**config.mk**
```make
export PLATFORM = sky130hd
export DESIGN_NAME = sem_bank
export DESIGN_NICKNAME = d
export VERILOG_FILES = /design/src/rtl/sem_pkg.sv /design/src/rtl/sem_flag.sv /design/src/rtl/sem_port.sv /design/src/rtl/sem_bank.sv
export SDC_FILE = /design/constraint.sdc
export NUM_CORES = 1
export LEC_CHECK = 0
export ABC_AREA = 1
export BUFFER_PORTS_ARGS = -buffer_cell sky130_fd_sc_hd__buf_2
export CAP_MARGIN = 20
export CORE_MARGIN = 1.5
export CORE_UTILIZATION = 49
export CTS_CLUSTER_DIAMETER = 80
export DETAILED_ROUTE_END_ITERATION = 7
export PLACE_DENSITY_LB_ADDON = 0.12
export SYNTH_ARGS = -nofsm -noshare
export SYNTH_HDL_FRONTEND = slang
export SYNTH_SLANG_ARGS = --single-unit
```
**constraint.sdc**
```tcl
create_clock -name clk -period 2 [get_ports clk]
set_input_delay 0.4 -clock clk [delete_from_list [all_inputs] [get_ports clk]]
set_output_delay 0.4 -clock clk [all_outputs]
set_load 0.02 [all_outputs]
```
**src/rtl/sem_pkg.sv**
```systemverilog
package sem_pkg;

  typedef enum logic [1:0] {
    HOLD_NONE  = 2'd0,
    HOLD_LEFT  = 2'd1,
    HOLD_RIGHT = 2'd2
  } holder_e;

endpackage

```
**src/rtl/sem_flag.sv**
```systemverilog
module sem_flag
  import sem_pkg::*;
(
  input  logic clk,
  input  logic rst,
  input  logic l_we,
  input  logic l_bit,
  input  logic r_we,
  input  logic r_bit,
  output logic l_view,
  output logic r_view
);

  logic    l_req_q, r_req_q;
  logic    l_req_n, r_req_n;
  holder_e hold_q, hold_n;

  // request latches: 0 = requesting, 1 = idle
  assign l_req_n = l_we ? l_bit : l_req_q;
  assign r_req_n = r_we ? r_bit : r_req_q;

  always_comb begin
    hold_n = hold_q;
    unique case (hold_q)
      HOLD_LEFT: begin
        if (l_req_n) hold_n = r_req_n ? HOLD_NONE : HOLD_RIGHT;
      end
      HOLD_RIGHT: begin
        if (r_req_n) hold_n = l_req_n ? HOLD_NONE : HOLD_LEFT;
      end
      default: begin
        // left takes precedence on a same-cycle claim
        if (!l_req_n)      hold_n = HOLD_LEFT;
        else if (!r_req_n) hold_n = HOLD_RIGHT;
        else               hold_n = HOLD_NONE;
      end
    endcase
  end

  always_ff @(posedge clk) begin
    if (rst) begin
      l_req_q <= 1'b1;
      r_req_q <= 1'b1;
      hold_q  <= HOLD_NONE;
    end else begin
      l_req_q <= l_req_n;
      r_req_q <= r_req_n;
      hold_q  <= hold_n;
    end
  end

  assign l_view = (hold_q != HOLD_LEFT);
  assign r_view = (hold_q != HOLD_RIGHT);

  AST_OWNER_KEEPS: assert property (@(posedge clk) disable iff (rst)
    (!l_view && !(l_we && l_bit)) |=> !l_view);
  AST_HANDOVER: assert property (@(posedge clk) disable iff (rst)
    (!l_view && l_we && l_bit && !r_req_q && !(r_we && r_bit)) |=> (!r_view && l_view));
  AST_RELEASE_FREE: assert property (@(posedge clk) disable iff (rst)
    (!l_view && l_we && l_bit && r_req_q && !(r_we && !r_bit)) |=> (l_view && r_view));
  AST_TIE_LEFT: assert property (@(posedge clk) disable iff (rst)
    (l_view && r_view && l_we && !l_bit && r_we && !r_bit) |=> (!l_view && r_view));

endmodule

```
**src/rtl/sem_port.sv**
```systemverilog
module sem_port #(
  parameter int NFLAG  = 8,
  parameter int ADDR_W = 14,
  parameter int DATA_W = 16,
  localparam int IDX_W = (NFLAG > 1) ? $clog2(NFLAG) : 1
) (
  input  logic              clk,
  input  logic              rst,
  input  logic              sel,
  input  logic              wr,
  input  logic              oe,
  input  logic [ADDR_W-1:0] addr,
  input  logic [DATA_W-1:0] wdata,
  input  logic [NFLAG-1:0]  view,
  output logic [NFLAG-1:0]  wr_hit,
  output logic              wr_bit,
  output logic [DATA_W-1:0] rdata,
  output logic              rdrive
);

  logic [IDX_W-1:0] idx;
  logic             act, act_q;
  logic             live;
  logic             held_q;

  assign idx    = addr[IDX_W-1:0];
  assign wr_bit = wdata[0];

  for (genvar i = 0; i < NFLAG; i++) begin : g_dec
    assign wr_hit[i] = sel && wr && (idx == IDX_W'(i));
  end

  assign act  = sel && oe;
  assign live = view[idx];

  always_ff @(posedge clk) begin
    if (rst) begin
      act_q  <= 1'b0;
      held_q <= 1'b1;
    end else begin
      act_q <= act;
      if (act && !act_q) held_q <= live;
    end
  end

  always_comb begin
    if (!act)       rdata = '0;
    else if (act_q) rdata = {DATA_W{held_q}};
    else            rdata = {DATA_W{live}};
  end

  assign rdrive = act;

  AST_READ_FROZEN: assert property (@(posedge clk) disable iff (rst)
    (act && act_q) |-> $stable(rdata));
  AST_READ_IDLE: assert property (@(posedge clk) disable iff (rst)
    !act |-> (rdata == '0 && !rdrive));
  AST_READ_REPL: assert property (@(posedge clk) disable iff (rst)
    act |-> (rdata == '0 || rdata == '1));

endmodule

```
**src/rtl/sem_bank.sv**
```systemverilog
module sem_bank #(
  parameter int NFLAG  = 8,
  parameter int ADDR_W = 14,
  parameter int DATA_W = 16
) (
  input  logic              clk,
  input  logic              rst,
  input  logic              l_sel,
  input  logic              l_wr,
  input  logic              l_oe,
  input  logic [ADDR_W-1:0] l_addr,
  input  logic [DATA_W-1:0] l_wdata,
  output logic [DATA_W-1:0] l_rdata,
  output logic              l_rdrive,
  input  logic              r_sel,
  input  logic              r_wr,
  input  logic              r_oe,
  input  logic [ADDR_W-1:0] r_addr,
  input  logic [DATA_W-1:0] r_wdata,
  output logic [DATA_W-1:0] r_rdata,
  output logic              r_rdrive
);

  logic [NFLAG-1:0] l_hit, r_hit;
  logic [NFLAG-1:0] l_view, r_view;
  logic             l_bit, r_bit;

  sem_port #(.NFLAG(NFLAG), .ADDR_W(ADDR_W), .DATA_W(DATA_W)) u_lport (
    .clk(clk), .rst(rst), .sel(l_sel), .wr(l_wr), .oe(l_oe),
    .addr(l_addr), .wdata(l_wdata), .view(l_view),
    .wr_hit(l_hit), .wr_bit(l_bit), .rdata(l_rdata), .rdrive(l_rdrive)
  );

  sem_port #(.NFLAG(NFLAG), .ADDR_W(ADDR_W), .DATA_W(DATA_W)) u_rport (
    .clk(clk), .rst(rst), .sel(r_sel), .wr(r_wr), .oe(r_oe),
    .addr(r_addr), .wdata(r_wdata), .view(r_view),
    .wr_hit(r_hit), .wr_bit(r_bit), .rdata(r_rdata), .rdrive(r_rdrive)
  );

  for (genvar i = 0; i < NFLAG; i++) begin : g_flag
    sem_flag u_flag (
      .clk(clk), .rst(rst),
      .l_we(l_hit[i]), .l_bit(l_bit),
      .r_we(r_hit[i]), .r_bit(r_bit),
      .l_view(l_view[i]), .r_view(r_view[i])
    );
  end

  AST_ONE_OWNER: assert property (@(posedge clk) disable iff (rst)
    (~l_view & ~r_view) == '0);

endmodule

```
==> flow_summary.ini <==
[run_status]
status = finished with violations
violations = negative setup slack

[synth]
synth_fp_nets = 467
syn_area_um2 = 2530
synthFlopType = dfxtp_1
synth.most_common_cell = nand2_1
synth-edff-count = 0
synth_commonest_cells = 96 x nand2_1, 59 x nand3_1, 40 x nor2_1
ys_warn_count = 0
ys_seq_area_frac = 0.285
async_flop_share = 0
synth_top_area_share = 0.285
synth_area_per_cell_um2 = 6.61
ys_ff_latch = 36
yosysTopAreaCell = dfxtp_1
synth_cells = 383
synth_area_leaders = dfxtp_1 28%, nand2_1 14%, nand3_1 12%
synth_cell_type_count = 26

[layout]
nFillCells = 414
n_antenna_cell = 0
fin_area_um2 = 3260
areaGrowthSynthToFinish_pct = 29.0
multiInputGateArea_um2 = 1610
nNetsFinal = 504
seqCellArea_um2 = 739
layout-drive-gt1-share = 0.373
layout.cells.non_filler = 488

[clock_tree]
cts.path.max_buffers = 2
htreeDepth = 2
cts_root_buf = clkbuf_8
hold_buffers = 0
cts_tree = built
cts_made_buffers = 5
clkLatencyLatePin_ps = 290
clk_pin_slew_worst_paths_ps = 70
cts_sinks = 36

[pwr]
cellLeakagePower_nw = 1.54
ir_drop_mv = 0.487
p_per_area_nw_per_um2 = 522
power_w = 0.00170

[floorplan]
die_h_um = 74.9
die_area_um2 = 5610
io-pin-count = 102
start_util = 0.522
core_um2 = 4850
rows = 25
die_w_um = 74.9

[route]
drtIter0Drc = 122
wl_per_cell_um = 12.3
drtAntennaViolNets = 0
drt_first_pass_iters = 5
drt-total-wl_mm = 5.98
drc = 0
avgViaCountPerCell = 4.93
via_count = 2408

[grt]
grt_pass1_vias = 2145
grt.total_usage = 0.229
antenna_found_initial = 0
grt_max_degree = 18
grt_pass1_wl_mm = 9.69
grt.overflow.total = 0

[critical_path]
cpPeakStageDelay_ps = 350
worstSetupPathType = register to output pin
path_max_fanout = 8
path_cells = inv_2 > ha_4 > a22oi_2 > nand2_1 > nand2_2 > nand3_4 > nand2_8 > buf_6
cp_data_required_time_ps = 1600
start_kind = register
cp.arrival_ps = 1640
cp-end-kind = output pin
crit_path_top_delay_cell = dfxtp_2

[placement]
dp.cells = 470
numPortBuffers = 49
dp_hpwl_mm = 4.05
placed_area_um2 = 2650
gp_congestion = 0.860

[timing]
fin_setup_tns_ps = -750
tightest_slew_ps = 439
hold_viol = 0
skew_ps = 3.31
drv_slew = 0
slew_headroom = 0.706
timing.fmax_mhz = 491
min_period_ps = 2040
hold_ws_ps = 389
finalSetupViolations = 32
period_share = 1.02
rsz0062_at_grt = yes
setup_ws_ps = -38.3

[min_path]
min_path_type = primary input to register

[job]
cap_violations = 0
cell usage in the layout, fill, tap and decap left out, types with 2 or more instances in the layout:
cell,netlist,final
ha_2,0,7
nand2_1,96,89
inv_2,7,16
nor2_4,4,4
a21oi_1,10,10
nand4_1,8,8
or2_2,8,8
clkbuf_8,1,6
nand3_1,59,57
buf_2,2,17
nand2_2,7,12
nand3_2,4,4
nand2_8,0,4
ha_4,0,8
clkbuf_1,2,2
dfxtp_2,0,15
o21ai_2,0,2
buf_4,31,15
dfxtp_1,36,21
nand3_4,0,2
nor2_1,40,40
inv_1,36,27
o211ai_1,3,3
buf_6,1,33
o21ai_0,5,3
state kept, by name (all words and copies together) (netlist names):
register / flops
g_flag.u_flag.hold_q: 16
g_flag.u_flag.l_req_q: 8
g_flag.u_flag.r_req_q: 8
u_lport.act_q: 1
u_lport.held_q: 1
u_rport.act_q: 1
u_rport.held_q: 1
power breakdown:
part | leakage [nW] | internal (W) | switching [W]
clock | 0.0455 | 0.000281 | 0.000261
sequential | 0.300 | 0.000736 | 0.0000111
combinational | 1.20 | 0.000174 | 0.000241
total | 1.54 | 0.00119 | 0.000513
logic make-up (layout without fill, tap and decap cells):
kind of cell	Yosys count	in the layout	share of synthesized area
AO/OA/AOI/OAI	22	22	0.0489
adder cells (fa/ha/maj)	16	16	0.0791
buffers and inverters	82	118	0.176
flip-flops	36	36	0.285
AND/OR/NAND/NOR	227	229	0.411
cell type report:
class | count | share of cell area
clock buffer | 8 | 0.0276
inverter | 45 | 0.0521
multi-input combinational | 267 | 0.494
sequential | 36 | 0.227
tap | 67 | 0.0257
timing repair buffer | 65 | 0.174
final timing paths:
| kind | to | cells past startpoint | slack (ps) | start |
|---|---|---|---|---|
| hold / removal | g_flag[1].u_flag.hold_q[0] | 2 | 390 | rst |
| setup reg to reg | g_flag[3].u_flag.hold_q[1] | 7 | 660 | g_flag[3].u_flag.hold_q[0] |
| setup / recovery | r_rdata[14] | 8 | -40 | g_flag[4].u_flag.hold_q[0] |
| hold reg to reg | g_flag[1].u_flag.hold_q[0] | 2 | 470 | g_flag[1].u_flag.hold_q[0] |
per-stage QoR:
stage | setup slack [ps] | util
floorplan | 30.5 | -
global placement | -26.3 | 0.546
detailed placement | -74.0 | 0.546
CTS | -31.9 | 0.668
global route | -125 | 0.673
finish | -38.3 | 0.673
critical path: cells and delay by family, from the launching register on:
kind / cells / cell delay [ps]
buf+inv: 2 / 190
compound gates: 1 / 180
fa+ha+maj: 1 / 150
flops: 1 / 350
simple gates: 4 / 490
timing repair:
item,4_1_cts,5_1_grt
gates cloned,2,0
resized for setup,129,8
endpoints found under the setup margin,32,32
pin swaps,17,10
buffers inserted,8,0
routing by layer:
layer / share of wire / routed length (um) / up-vias / track usage
li1: - / - / 1273 / -
met4: 0.013 / 76 / 0 / 0.0788
met5: 0 / 0 / - / 0
met1: 0.45 / 2670 / 1089 / 0.282
met2: 0.51 / 3070 / 38 / 0.398
met3: 0.029 / 172 / 8 / 0.0442
Power figures use the tool's default switching activity.
